--- config.mk ---
export PLATFORM = sky130hd
export DESIGN_NAME = hb_gate_sequencer
export DESIGN_NICKNAME = d
export VERILOG_FILES = /design/src/rtl/hbgs_pkg.sv /design/src/rtl/hbgs_window.sv /design/src/rtl/hbgs_power_gate.sv /design/src/rtl/hbgs_dt_timer.sv /design/src/rtl/hb_gate_sequencer.sv
export SDC_FILE = /design/constraint.sdc
export NUM_CORES = 1
export LEC_CHECK = 0
export BUFFER_PORTS_ARGS = -buffer_cell sky130_fd_sc_hd__buf_2
export CAP_MARGIN = 20
export CORE_MARGIN = 2
export CORE_UTILIZATION = 49
export DETAILED_ROUTE_END_ITERATION = 12
export GPL_TIMING_DRIVEN = 0
export HOLD_SLACK_MARGIN = 0.12
export PLACE_DENSITY = 0.73
export SETUP_SLACK_MARGIN = 0.05
export SYNTH_ARGS = -nofsm -noshare
export SYNTH_HDL_FRONTEND = slang
export SYNTH_SLANG_ARGS = --single-unit
--- constraint.sdc ---
create_clock -name clk -period 1.5 [get_ports clk]
set_input_delay 0.075 -clock clk [delete_from_list [all_inputs] [get_ports clk]]
set_output_delay 0.075 -clock clk [all_outputs]
set_load 0.02 [all_outputs]
--- src/rtl/hbgs_pkg.sv ---
package hbgs_pkg;

    typedef enum logic [1:0] {
        LVL_LOW  = 2'd0,
        LVL_HIGH = 2'd1,
        LVL_MID  = 2'd2
    } pwm_lvl_t;

    typedef enum logic [2:0] {
        ST_LOCK     = 3'd0,
        ST_PARK     = 3'd1,
        ST_LS_ON    = 3'd2,
        ST_LS_TO_HS = 3'd3,
        ST_HS_ON    = 3'd4,
        ST_HS_TO_LS = 3'd5
    } seq_state_t;

endpackage

--- src/rtl/hbgs_window.sv ---
module hbgs_window
    import hbgs_pkg::*;
#(
    parameter int HOLDOFF_CYC = 10
) (
    input  logic     clk,
    input  logic     rst_n,
    input  logic     pwm_hi,
    input  logic     pwm_lo,
    input  logic     pwm_mid,
    output pwm_lvl_t lvl,
    output logic     shut_now
);
    localparam int CW = (HOLDOFF_CYC > 1) ? $clog2(HOLDOFF_CYC) : 1;
    localparam logic [CW-1:0] LAST = CW'(HOLDOFF_CYC - 1);

    logic [CW-1:0] mid_cnt;

    // decode: contradictory or empty flags count as the mid window
    always_comb begin
        if (pwm_mid || (pwm_hi == pwm_lo)) begin
            lvl = LVL_MID;
        end else if (pwm_hi) begin
            lvl = LVL_HIGH;
        end else begin
            lvl = LVL_LOW;
        end
    end

    // consecutive mid cycles, saturating at the qualification point
    always_ff @(posedge clk or negedge rst_n) begin
        if (!rst_n) begin
            mid_cnt <= '0;
        end else if (lvl != LVL_MID) begin
            mid_cnt <= '0;
        end else if (mid_cnt != LAST) begin
            mid_cnt <= mid_cnt + CW'(1);
        end
    end

    assign shut_now = (lvl == LVL_MID) && (mid_cnt == LAST);

endmodule

--- src/rtl/hbgs_power_gate.sv ---
module hbgs_power_gate (
    input  logic clk,
    input  logic rst_n,
    input  logic vcc_below_off,
    input  logic vcc_above_on,
    input  logic lvl_high,
    output logic run_ok
);
    logic uv_q;
    logic uv_next;
    logic prev_high_q;
    logic armed_q;
    logic rise;

    always_comb begin
        if (vcc_below_off) begin
            uv_next = 1'b1;
        end else if (vcc_above_on) begin
            uv_next = 1'b0;
        end else begin
            uv_next = uv_q;
        end
    end

    assign rise   = lvl_high && !prev_high_q;
    assign run_ok = !uv_next && (armed_q || rise);

    // prev_high_q starts at 1 so a level held high through reset never arms
    always_ff @(posedge clk or negedge rst_n) begin
        if (!rst_n) begin
            uv_q        <= 1'b1;
            prev_high_q <= 1'b1;
            armed_q     <= 1'b0;
        end else begin
            uv_q        <= uv_next;
            prev_high_q <= lvl_high;
            armed_q     <= run_ok;
        end
    end

endmodule

--- src/rtl/hbgs_dt_timer.sv ---
module hbgs_dt_timer #(
    parameter int LIMIT = 16
) (
    input  logic clk,
    input  logic rst_n,
    input  logic run,
    output logic expired
);
    localparam int TW = (LIMIT > 1) ? $clog2(LIMIT) : 1;
    localparam logic [TW-1:0] LAST = TW'(LIMIT - 1);

    logic [TW-1:0] cnt;

    assign expired = run && (cnt == LAST);

    always_ff @(posedge clk or negedge rst_n) begin
        if (!rst_n) begin
            cnt <= '0;
        end else if (!run) begin
            cnt <= '0;
        end else if (!expired) begin
            cnt <= cnt + TW'(1);
        end
    end

endmodule

--- src/rtl/hb_gate_sequencer.sv ---
module hb_gate_sequencer
    import hbgs_pkg::*;
#(
    parameter int HOLDOFF_CYC    = 10,
    parameter int DT_TIMEOUT_CYC = 16
) (
    input  logic clk,
    input  logic rst_n,
    input  logic pwm_hi,
    input  logic pwm_lo,
    input  logic pwm_mid,
    input  logic vcc_below_off,
    input  logic vcc_above_on,
    input  logic bootstrap_uv,
    input  logic hs_vgs_low,
    input  logic ls_vgs_low,
    input  logic sw_high,
    output logic hs_en,
    output logic ls_en,
    output logic dt_fault
);
    pwm_lvl_t   lvl;
    logic       shut_now;
    logic       run_ok;
    logic       dt_expired;
    logic       waiting;
    logic       fault_set;
    seq_state_t st_q;
    seq_state_t st_nxt;

    hbgs_window #(.HOLDOFF_CYC(HOLDOFF_CYC)) u_window (
        .clk      (clk),
        .rst_n    (rst_n),
        .pwm_hi   (pwm_hi),
        .pwm_lo   (pwm_lo),
        .pwm_mid  (pwm_mid),
        .lvl      (lvl),
        .shut_now (shut_now)
    );

    hbgs_power_gate u_power (
        .clk           (clk),
        .rst_n         (rst_n),
        .vcc_below_off (vcc_below_off),
        .vcc_above_on  (vcc_above_on),
        .lvl_high      (lvl == LVL_HIGH),
        .run_ok        (run_ok)
    );

    assign waiting = (st_q == ST_LS_TO_HS) || (st_q == ST_HS_TO_LS);

    hbgs_dt_timer #(.LIMIT(DT_TIMEOUT_CYC)) u_timer (
        .clk     (clk),
        .rst_n   (rst_n),
        .run     (waiting),
        .expired (dt_expired)
    );

    // next state: lockout, then park, then the adaptive sequence
    always_comb begin
        st_nxt    = st_q;
        fault_set = 1'b0;
        if (!run_ok) begin
            st_nxt = ST_LOCK;
        end else if (bootstrap_uv || shut_now) begin
            st_nxt = ST_PARK;
        end else begin
            unique case (st_q)
                ST_LOCK, ST_PARK: begin
                    if (lvl == LVL_HIGH) begin
                        st_nxt = ST_LS_TO_HS;
                    end else if (lvl == LVL_LOW) begin
                        st_nxt = ST_HS_TO_LS;
                    end
                end
                ST_LS_ON: begin
                    if (lvl == LVL_HIGH) begin
                        st_nxt = ST_LS_TO_HS;
                    end
                end
                ST_LS_TO_HS: begin
                    if (lvl == LVL_LOW) begin
                        st_nxt = ST_LS_ON;
                    end else if (ls_vgs_low) begin
                        st_nxt = ST_HS_ON;
                    end else if (dt_expired) begin
                        st_nxt    = ST_HS_ON;
                        fault_set = 1'b1;
                    end
                end
                ST_HS_ON: begin
                    if (lvl == LVL_LOW) begin
                        st_nxt = ST_HS_TO_LS;
                    end
                end
                ST_HS_TO_LS: begin
                    if (lvl == LVL_HIGH) begin
                        st_nxt = ST_HS_ON;
                    end else if (hs_vgs_low || !sw_high) begin
                        st_nxt = ST_LS_ON;
                    end else if (dt_expired) begin
                        st_nxt    = ST_LS_ON;
                        fault_set = 1'b1;
                    end
                end
                default: st_nxt = ST_LOCK;
            endcase
        end
    end

    always_ff @(posedge clk or negedge rst_n) begin
        if (!rst_n) begin
            st_q     <= ST_LOCK;
            dt_fault <= 1'b0;
        end else begin
            st_q <= st_nxt;
            if (fault_set) begin
                dt_fault <= 1'b1;
            end
        end
    end

    // gate enables decode the registered state only
    always_comb begin
        hs_en = 1'b0;
        ls_en = 1'b0;
        unique case (st_q)
            ST_HS_ON: hs_en = 1'b1;
            ST_LS_ON: ls_en = 1'b1;
            default: begin
                hs_en = 1'b0;
                ls_en = 1'b0;
            end
        endcase
    end

endmodule

# After elaboration in Yosys (flattened, before gate mapping)
# Cells that the tools add are included.
[totals]
word_cells = 72
inputBits = 11
regBits = 15
[op_classes]
n_reduce_logical = 17
muxes = 30
eq_ne = 16
n_addsub = 2
[op_table]
columns = ["operator", "count"]
rows = [
  ["$mux W3", 11],
  ["$mux W4", 4],
  ["$pmux W3 S5", 1],
  ["$mux W1", 12],
  ["$add A4 B1 Y4 const B", 2],
  ["$eq A4 B4 Y1 const B", 2],
  ["$eq A3 B2 Y1 const B", 2],
  ["$eq A3 B3 Y1 const B", 2],
  ["$ne A6 B3 Y1 const B", 1],
  ["$ne A6 B4 Y1 const B", 1],
  ["$logic_or A1 B1 Y1", 5],
  ["$logic_and A1 B1 Y1", 4],
  ["$ne A2 B2 Y1 const B", 2],
  ["$ne A4 B3 Y1 const B", 1],
  ["$ne A4 B4 Y1 const B", 1],
  ["$eq A3 B1 Y1 const B", 1],
  ["$logic_not A1 Y1", 3],
  ["$logic_not A3 Y1", 1],
  ["$reduce_and A3 Y1", 1],
  ["$eq A2 B1 Y1 const B", 1],
  ["$eq A2 B2 Y1 const B", 1],
  ["$logic_not A2 Y1", 1],
  ["$mux W2", 1],
  ["$pmux W1 S2", 1],
  ["3 further kinds", 3],
]

# Depth between registers and ports, before layout
# Gate-level depths: netlist of the first run.
[depth]
ltp_word = 9
mapped_depth = 6
mapped_depth_nobuf = 6

# Hierarchy
# From an unflattened synthesis of the first run, not the netlist that was laid out.
[unflattened]
hier_cells = 93
area_unflattened_um2 = 920.9
[modules_own_cells]
columns = ["mod", "area_each_um2", "seq_area_each_um2", "cells_per_inst", "instances"]
rows = [
  ["hb_gate_sequencer", 356.6, 100.1, 42, 1],
  ["hbgs_window", 237.7, 100.1, 23, 1],
  ["hbgs_dt_timer", 212.7, 100.1, 20, 1],
  ["hbgs_power_gate", 113.9, 77.6, 8, 1],
]

# Worst setup path after synthesis of the first run
# Ideal clock, no wire load.
[synth_path]
path_kind = "register -> register"
start = "register st_q[1]"
end = "register st_q[0]"
arrival_time_ns = 1.823
stages_incl_launch_ff = 6
synth_period_minus_slack_ns = 1.905
setup_time_ns = 0.082
slack_ns = -0.405
required_ns = 1.418
n_path_buf = 1
cell_sequence = "dfrtp_1 > buf_2 > nor3b_1 > or2b_1 > a31o_2 > a31oi_1"
[synth_between]
elab_chain_len = 5
elab_cells_between_ends = 16
cone_classes = "eq/ne (8); mux (3); reduce/logical (5)"
[synth_lines]
columns = ["item", "line", "rtl"]
rows = [
  ["start, declared", "hb_gate_sequencer.sv:28", "seq_state_t st_q;"],
  ["start signal, assigned", "hb_gate_sequencer.sv:116", "st_q <= st_nxt;"],
  ["$eq A3 B1 Y1 (tied with other cells)", "hb_gate_sequencer.sv:68", "unique case (st_q)"],
  ["$reduce_or A2 Y1 or $logic_or A1 B1 Y1 (tied branches)", "hb_gate_sequencer.sv:68, hb_gate_sequencer.sv:50", ""],
  ["$pmux W3 S5 or $logic_and A1 B1 Y1 (tied branches)", "hb_gate_sequencer.sv:68, hbgs_dt_timer.sv:14", ""],
  ["$mux W3 (tied with other cells)", "hb_gate_sequencer.sv:65", "end else if (bootstrap_uv || shut_now) begin"],
  ["$mux W3 or $reduce_and A3 Y1 (tied branches)", "--", ""],
]
# Parallel ways exist; a longest one is shown, timed or not.
# A chain may end at the register's enable or synchronous reset.

# Worst setup path in the final report of the first run
[layout_path]
start = "register u_power.prev_high_q"
end = "register st_q[2]"
[layout_between]
elab_chain_len = 6
elab_cells_between_ends = 9
cone_classes = "eq/ne (3); mux (1); reduce/logical (5)"
[layout_lines]
columns = ["item", "line", "rtl"]
rows = [
  ["start, declared", "hbgs_power_gate.sv:11", "logic prev_high_q;"],
  ["start signal, assigned", "hbgs_power_gate.sv:36", "prev_high_q <= lvl_high;"],
  ["$logic_not A1 Y1 *", "hbgs_power_gate.sv:25", "assign rise = lvl_high && !prev_high_q;"],
  ["$logic_and A1 B1 Y1 *", "hbgs_power_gate.sv:25", ""],
  ["$logic_or A1 B1 Y1 *", "hbgs_power_gate.sv:26", "assign run_ok = !uv_next && (armed_q || rise);"],
  ["$logic_and A1 B1 Y1 *", "hbgs_power_gate.sv:26", ""],
  ["via run_ok", "hb_gate_sequencer.sv:24", "logic run_ok;"],
  ["$ne A6 B3 Y1 (no source line) (tied with other cells)", "--", ""],
  ["$reduce_and A3 Y1 (no source line)", "--", ""],
]
# The timed path passes the listed nets; every way through them passes the cells marked *.

==> metrics.csv, run 1 <==
metric,value,unit
Max IR drop VDD,0.791,mV
H-tree depth,1,
Post-synth EDFFs,0,
area grow syn2layout,39.7,%
most frequent cells in the layout,"dfrtp_1, buf_4, nor2_1, buf_2, inv_1",
failing checks,setup timing,
Sw Ratio,30.8,%
"commonest non-fill, non-tap cell in the layout",dfrtp_1,
Critical Path RT,1.69,ns
Routability Congestion,0.936,
Antenna Nets Post-Route,0,
Synth Area in Compound Gates,21.0,%
switching power,314,uW
Skew-Pair Late Insertion Delay,0.28,ns
setup slack after layout,-0.193,ns
combinational power share,26.2,%
status,"complete, but fails checks",
final worst-path cycle share,113,%
vias in the first global route,777,
WL final,2.43,mm
first-pass GRT wire length,3.31,mm
Adder-Cell Fraction of Synth Area,3.92,%
worst rel slew slack,75.5,%
final setup vio count,4,
unrepaired setup endpoints after global routing,yes,
XOR/XNOR Fraction of Synth Area,4.58,%
ratio of cells with drive above 1 in the final layout,37.4,%
CTS tree,done,
DRT Pass-1 Iters,4,
# Max-Cap Violations,0,
Remaining DRCs,0,
Layout Skew,0.00281,ns
GRT Total Usage,20.8,%
ys async rst share,100,%
post-synthesis sequential area ratio,39.5,%
vias per std cell,5.68,
PD cells,761,nW/um^2
synth warn,0,
synthesized-area fraction occupied by and/or/nand/nor cells,23.4,%
syn nets,112,
Hold WS,0.148,ns
Mean Syn Cell Area,9.77,sq um
CTS max path bufs,2,
Mapped Area,957,sq um
Startpoint Class,flip-flop,
sequential power share,51.6,%
nets@finish,146,
distinct cell type count after synthesis,39,
cell-internal power,704,uW
critical path arrival,1.88,ns
die width,48.2,microns
Die Ht,48.2,microns
Clock power frac,22.2,%
Gate Count Post-Synth,98,
initial antenna violation count,0,
DR WL/cell,15.6,microns
CTS Sinks,15,
TritonCTS Buffers,3,
Core ar.,1780,sq um
Final Hold Fails,0,
Yosys reg bits,15,
Initial Utilization,53.7,%
worst setup path class,flip-flop to flip-flop,
slew at the pin closest to its max-slew limit,0.366,ns
Die ar.,2320,sq um
layout filler cell count,113,
largest net degree at the start of global routing,16,
# IOs,14,
hpwl dp,1.42,mm
Row Count,15,
vias,886,
"Reg clk slew, reported paths",0.09,ns
top_reg_cell synth,dfrtp_1,
fmax,591,MHz
Critical Path Sink Type,flip-flop,
Hold Crit Class,primary input to flip-flop,
fin. max-slew vios,0,
CTS Root Cell,clkbuf_4,
fin crit period,1.69,ns
Ant. Diodes,0,
combinational family with the most area after synthesis,simple AND/OR/NAND/NOR gates,
mux cell area share after synthesis,2.09,%
GRT overflow,0,
total power,1.02,mW
initial drt markers,25,
port buffer count,12,
LEAKAGE,0.615,nW
worst-path fanout max,5,
==> per-stage QoR <==
step	worst slack, ns	instances	cell area, sq um	TNS [ns]	utilization [%]
6_report	-0.193	156	1340	-0.558	75.0
5_1_grt	-0.278	156	1340	-0.851	75.0
4_1_cts	-0.148	150	1270	-0.424	71.2
3_5_place_dp	-0.235	135	1090	-0.772	61.1
3_3_place_gp	-0.161	135	1090	-0.491	61.1
2_1_floorplan	-0.0503	98	998	-0.0710	-
==> flip-flops by register name, indices dropped and copies added, names as in the netlist <==
signal,cells
dt_fault,1
st_q,3
u_power.armed_q,1
u_power.prev_high_q,1
u_power.uv_q,1
u_timer.cnt,4
u_window.mid_cnt,4
==> critical path: stages, from the launching register on <==
cell	delay [ns]
dfstp_2	0.37
or4b_4	0.50
a221oi_4	0.32
buf_4	0.18
nand2_2	0.04
o32ai_2	0.19
==> cell usage after synthesis, types with 2 or more instances <==
cell,number,area [sq um]
a211oi_1,2,15.0
a21o_1,2,15.0
a21oi_1,4,20.0
a31oi_1,5,31.3
buf_2,2,10.0
dfrtp_1,13,325
dfstp_2,2,52.6
ha_1,3,37.5
inv_1,7,26.3
mux2i_1,2,20.0
nand2_1,3,11.3
nand3_1,3,15.0
nand3b_1,3,22.5
nor2_1,10,37.5
nor3_1,2,10.0
nor3b_1,7,52.6
o211ai_1,2,15.0
or4b_4,2,27.5
xnor2_1,2,17.5
xor2_1,3,26.3
==> repair_timing <==
action                                  CTS  global route
endpoints found under the setup margin    4             6
endpoints found under the hold margin    21             0
cloned                                    0             0
gates resized for setup                   7             6
hold buffers                              5             0
pin swaps                                 3             4
buffers inserted                          6             7
==> path summary, 6_finish.rpt <==
path / from / to / slack, ns / cells past startpoint
max in group asynchronous: rst_n / u_power.prev_high_q$_DFF_PN1_ / 0.98 / 2
max reg2reg: u_power.prev_high_q$_DFF_PN1_ / st_q[2]$_DFFE_PN0P_ / -0.19 / 5
min reg2reg: dt_fault$_DFFE_PN0P_ / dt_fault$_DFFE_PN0P_ / 0.49 / 1
max: u_power.prev_high_q$_DFF_PN1_ / st_q[2]$_DFFE_PN0P_ / -0.19 / 5
min in group asynchronous: rst_n / st_q[0]$_DFFE_PN0P_ / 0.22 / 2
min: hs_vgs_low / st_q[2]$_DFFE_PN0P_ / 0.15 / 3
==> cell type report <==
class	instances	area (sq um)	area share, %
Buffer	4	33.8	2.53
Multi-Input combinational cell	71	597	44.6
Tap cell	25	31.3	2.34
Clock buffer	4	26.3	1.96
Timing Repair Buffer	30	245	18.3
Sequential cell	15	378	28.3
Inverter	7	26.3	1.96
==> metal layers <==
metal	wire length (microns)	vias to the layer above	GRT usage, %
li1	-	430	-
met1	1050	432	26.1
met2	1290	20	37.1
met3	58	4	1.11
met4	27	0	8.11
met5	0	-	0
==> cells by family (layout without fill, tap and decap cells) <==
| family | count (synthesis) | after routing |
|---|---|---|
| DFF | 15 | 15 |
| muxes | 2 | 2 |
| and+or+nand+nor | 36 | 36 |
| buffers and inverters | 12 | 45 |
| AOI/OAI and AO/OA | 25 | 25 |
| xor gates and xnor gates | 5 | 5 |
| adders and majority gates | 3 | 3 |
==> power groups by stage <==
stage | clock (mW) | combinational (mW) | sequential (mW)
final | 0.226 | 0.267 | 0.525
after global routing | 0.252 | 0.298 | 0.535
after CTS | 0.237 | 0.244 | 0.524
after detailed placement | 0 | 0.226 | 0.528
after global placement | 0 | 0.216 | 0.526
after floorplan | 0 | 0.173 | 0.518
Power figures use the tool's default switching activity.
==> inputs of run 2 (changes only) <==
Settings changed: BUFFER_PORTS_ARGS -buffer_cell sky130_fd_sc_hd__buf_2 to unset, CAP_MARGIN 20 to unset, CORE_UTILIZATION 49 to 55, DONT_BUFFER_PORTS set to 1, PLACE_DENSITY 0.73 to 0.7.
Clock period 1.5 ns to 1.6 ns, I/O delays scaled along.
==> run 2 against run 1 <==
Against the previous run: the run still ends with setup timing left; clock skew grew 0.0091 ns; sequential power shrank 6.5%; combinational power is 14% lower; hold slack got worse by 0.030 ns; worst setup slack improved by 0.053 ns; global-route usage up 2.5 points; sequential share of layout area up 1.5 points; critical path type unchanged; largest power group unchanged; highest routed layer unchanged.
==> metrics.csv, run 2 (synthesized netlist as in run 1, its figures left out) <==
metric,value,unit,change
status,"complete, but fails checks",,unchanged
failing checks,setup timing,,unchanged
vias per std cell,6.31,,was 5.68
sequential power share,52.0,%,was 51.6%
port buffer count,0,,was 12
area grow syn2layout,32.8,%,was 39.7%
unrepaired setup endpoints after global routing,yes,,unchanged
Skew-Pair Late Insertion Delay,0.29,ns,was 0.28 ns
WL final,2.43,mm,about the same
Ant. Diodes,0,,unchanged
Clock power frac,23.7,%,was 22.2%
Remaining DRCs,0,,unchanged
"commonest non-fill, non-tap cell in the layout",buf_4,,was dfrtp_1
Hold Crit Class,primary input to flip-flop,,unchanged
Layout Skew,0.0119,ns,was 0.00281 ns
fin. max-slew vios,0,,unchanged
vias in the first global route,808,,was 777
GRT Total Usage,23.3,%,was 20.8%
CTS tree,done,,unchanged
die width,45.7,microns,was 48.2 microns
initial antenna violation count,0,,unchanged
Routability Congestion,0.812,,was 0.936
DR WL/cell,17.2,microns,was 15.6 microns
Final Hold Fails,0,,unchanged
Antenna Nets Post-Route,0,,unchanged
Inst Count DP,115,,was 135
slew at the pin closest to its max-slew limit,0.691,ns,was 0.366 ns
H-tree depth,1,,unchanged
CTS Sinks,15,,unchanged
switching power,297,uW,was 314 uW
ratio of cells with drive above 1 in the final layout,33.1,%,was 37.4%
critical path arrival,1.94,ns,was 1.88 ns
"Reg clk slew, reported paths",0.10,ns,was 0.09 ns
most frequent cells in the layout,"buf_4, dfrtp_1, nor2_1, dlygate4sd3_1, inv_1",,"was dfrtp_1, buf_4, nor2_1, buf_2, inv_1"
LEAKAGE,0.578,nW,was 0.615 nW
post-place setup slack,-0.106,ns,was -0.235 ns
final worst-path cycle share,109,%,was 113%
worst setup path class,flip-flop to flip-flop,,unchanged
fin crit period,1.74,ns,was 1.69 ns
Initial Utilization,56.7,%,was 53.7%
setup slack after layout,-0.140,ns,was -0.193 ns
Max IR drop VDD,0.705,mV,was 0.791 mV
combinational power share,24.3,%,was 26.2%
nets@finish,139,,was 146
Sw Ratio,31.4,%,was 30.8%
worst-path fanout max,7,,was 5
Critical Path Sink Type,flip-flop,,unchanged
cell-internal power,648,uW,was 704 uW
Die Ht,45.7,microns,was 48.2 microns
PD cells,743,nW/um^2,was 761 nW/um^2
final setup vio count,3,,was 4
# Max-Cap Violations,0,,unchanged
largest net degree at the start of global routing,16,,unchanged
# IOs,14,,unchanged
fmax,575,MHz,was 591 MHz
Startpoint Class,flip-flop,,unchanged
Regs by FF count,"u_timer.cnt x4, u_window.mid_cnt x4, st_q x3",,unchanged
Finished Layout Cells,141,,was 156
Core ar.,1690,sq um,was 1780 sq um
TritonCTS Buffers,3,,unchanged
vias,890,,was 886
DRT Pass-1 Iters,4,,unchanged
R2R setup slack,-0.14,ns,was -0.19 ns
Critical Path RT,1.80,ns,was 1.69 ns
worst rel slew slack,53.8,%,was 75.5%
Row Count,15,,unchanged
CTS Root Cell,clkbuf_4,,unchanged
CTS max path bufs,2,,unchanged
hpwl dp,1.36,mm,was 1.42 mm
initial drt markers,17,,was 25
first-pass GRT wire length,3.35,mm,was 3.31 mm
GRT overflow,0,,unchanged
Die ar.,2090,sq um,was 2320 sq um
[run 2: worst paths after layout]
kind                                        start                         end  cells after the start
min                                        pwm_hi         st_q[1]$_DFFE_PN0P_                      3
min reg2reg                u_power.uv_q$_DFF_PN1_      u_power.uv_q$_DFF_PN1_                      1
max reg2reg                   st_q[2]$_DFFE_PN0P_         st_q[0]$_DFFE_PN0P_                      5
max in group asynchronous                   rst_n  u_timer.cnt[2]$_DFFE_PN0P_                      1
min in group asynchronous                   rst_n        dt_fault$_DFFE_PN0P_                      1
max                           st_q[2]$_DFFE_PN0P_         st_q[0]$_DFFE_PN0P_                      5
[run 2: repair_timing]
item / in CTS / in global routing
hold buffers: 6 / 2
hold endpoints to repair: 22 / 1
buffers inserted: 10 / 4
setup endpoints to repair: 4 / 4
pin swaps: 5 / 7
resized for setup: 2 / 8
[run 2: final cells by class]
class                   count  area (sq um)
clock inverters             1          5.00
fillers                   120           418
plain buffers               5          48.8
repair buffers             22           189
inverters                   7          26.3
well taps                  17          21.3
clock buffers               3          22.5
multi-input cells          71           581
flip-flops and latches     15           378
[run 2: through the flow]
step	cell area (sq um)	util [%]	hold WS [ns]	TNS (ns)	total power [mW]
after floorplan	998	-	-0.216	0	0.648
after global placement	1020	60.4	-0.215	-0.201	0.675
after detailed placement	1020	60.4	-0.215	-0.209	0.690
after CTS	1190	70.5	-0.163	-0.164	0.939
after global routing	1270	75.3	0.136	-0.485	1.01
final	1270	75.3	0.118	-0.307	0.944
[run 2: power by group through the flow]
stage / Sequential (mW) / Combinational [mW] / Clock, mW
final: 0.491 / 0.230 / 0.223
after global routing: 0.502 / 0.268 / 0.243
after CTS: 0.490 / 0.218 / 0.231
after detailed placement: 0.498 / 0.192 / 0
after global placement: 0.493 / 0.182 / 0
after floorplan: 0.486 / 0.162 / 0
[run 2: per-layer routing]
metal	vias up	routed length, microns	GRT usage (%)
met5	-	0	0
met4	0	47	10.3
met3	7	107	3.97
met2	29	1170	43.1
met1	436	1110	25.7
li1	418	-	-
[run 2: worst max-delay path: stages (launching register included)]
cell	delay, ns
dfrtp_1	0.40
buf_6	0.14
nor3b_4	0.38
or2b_1	0.29
a31o_2	0.25
a31oi_1	0.18
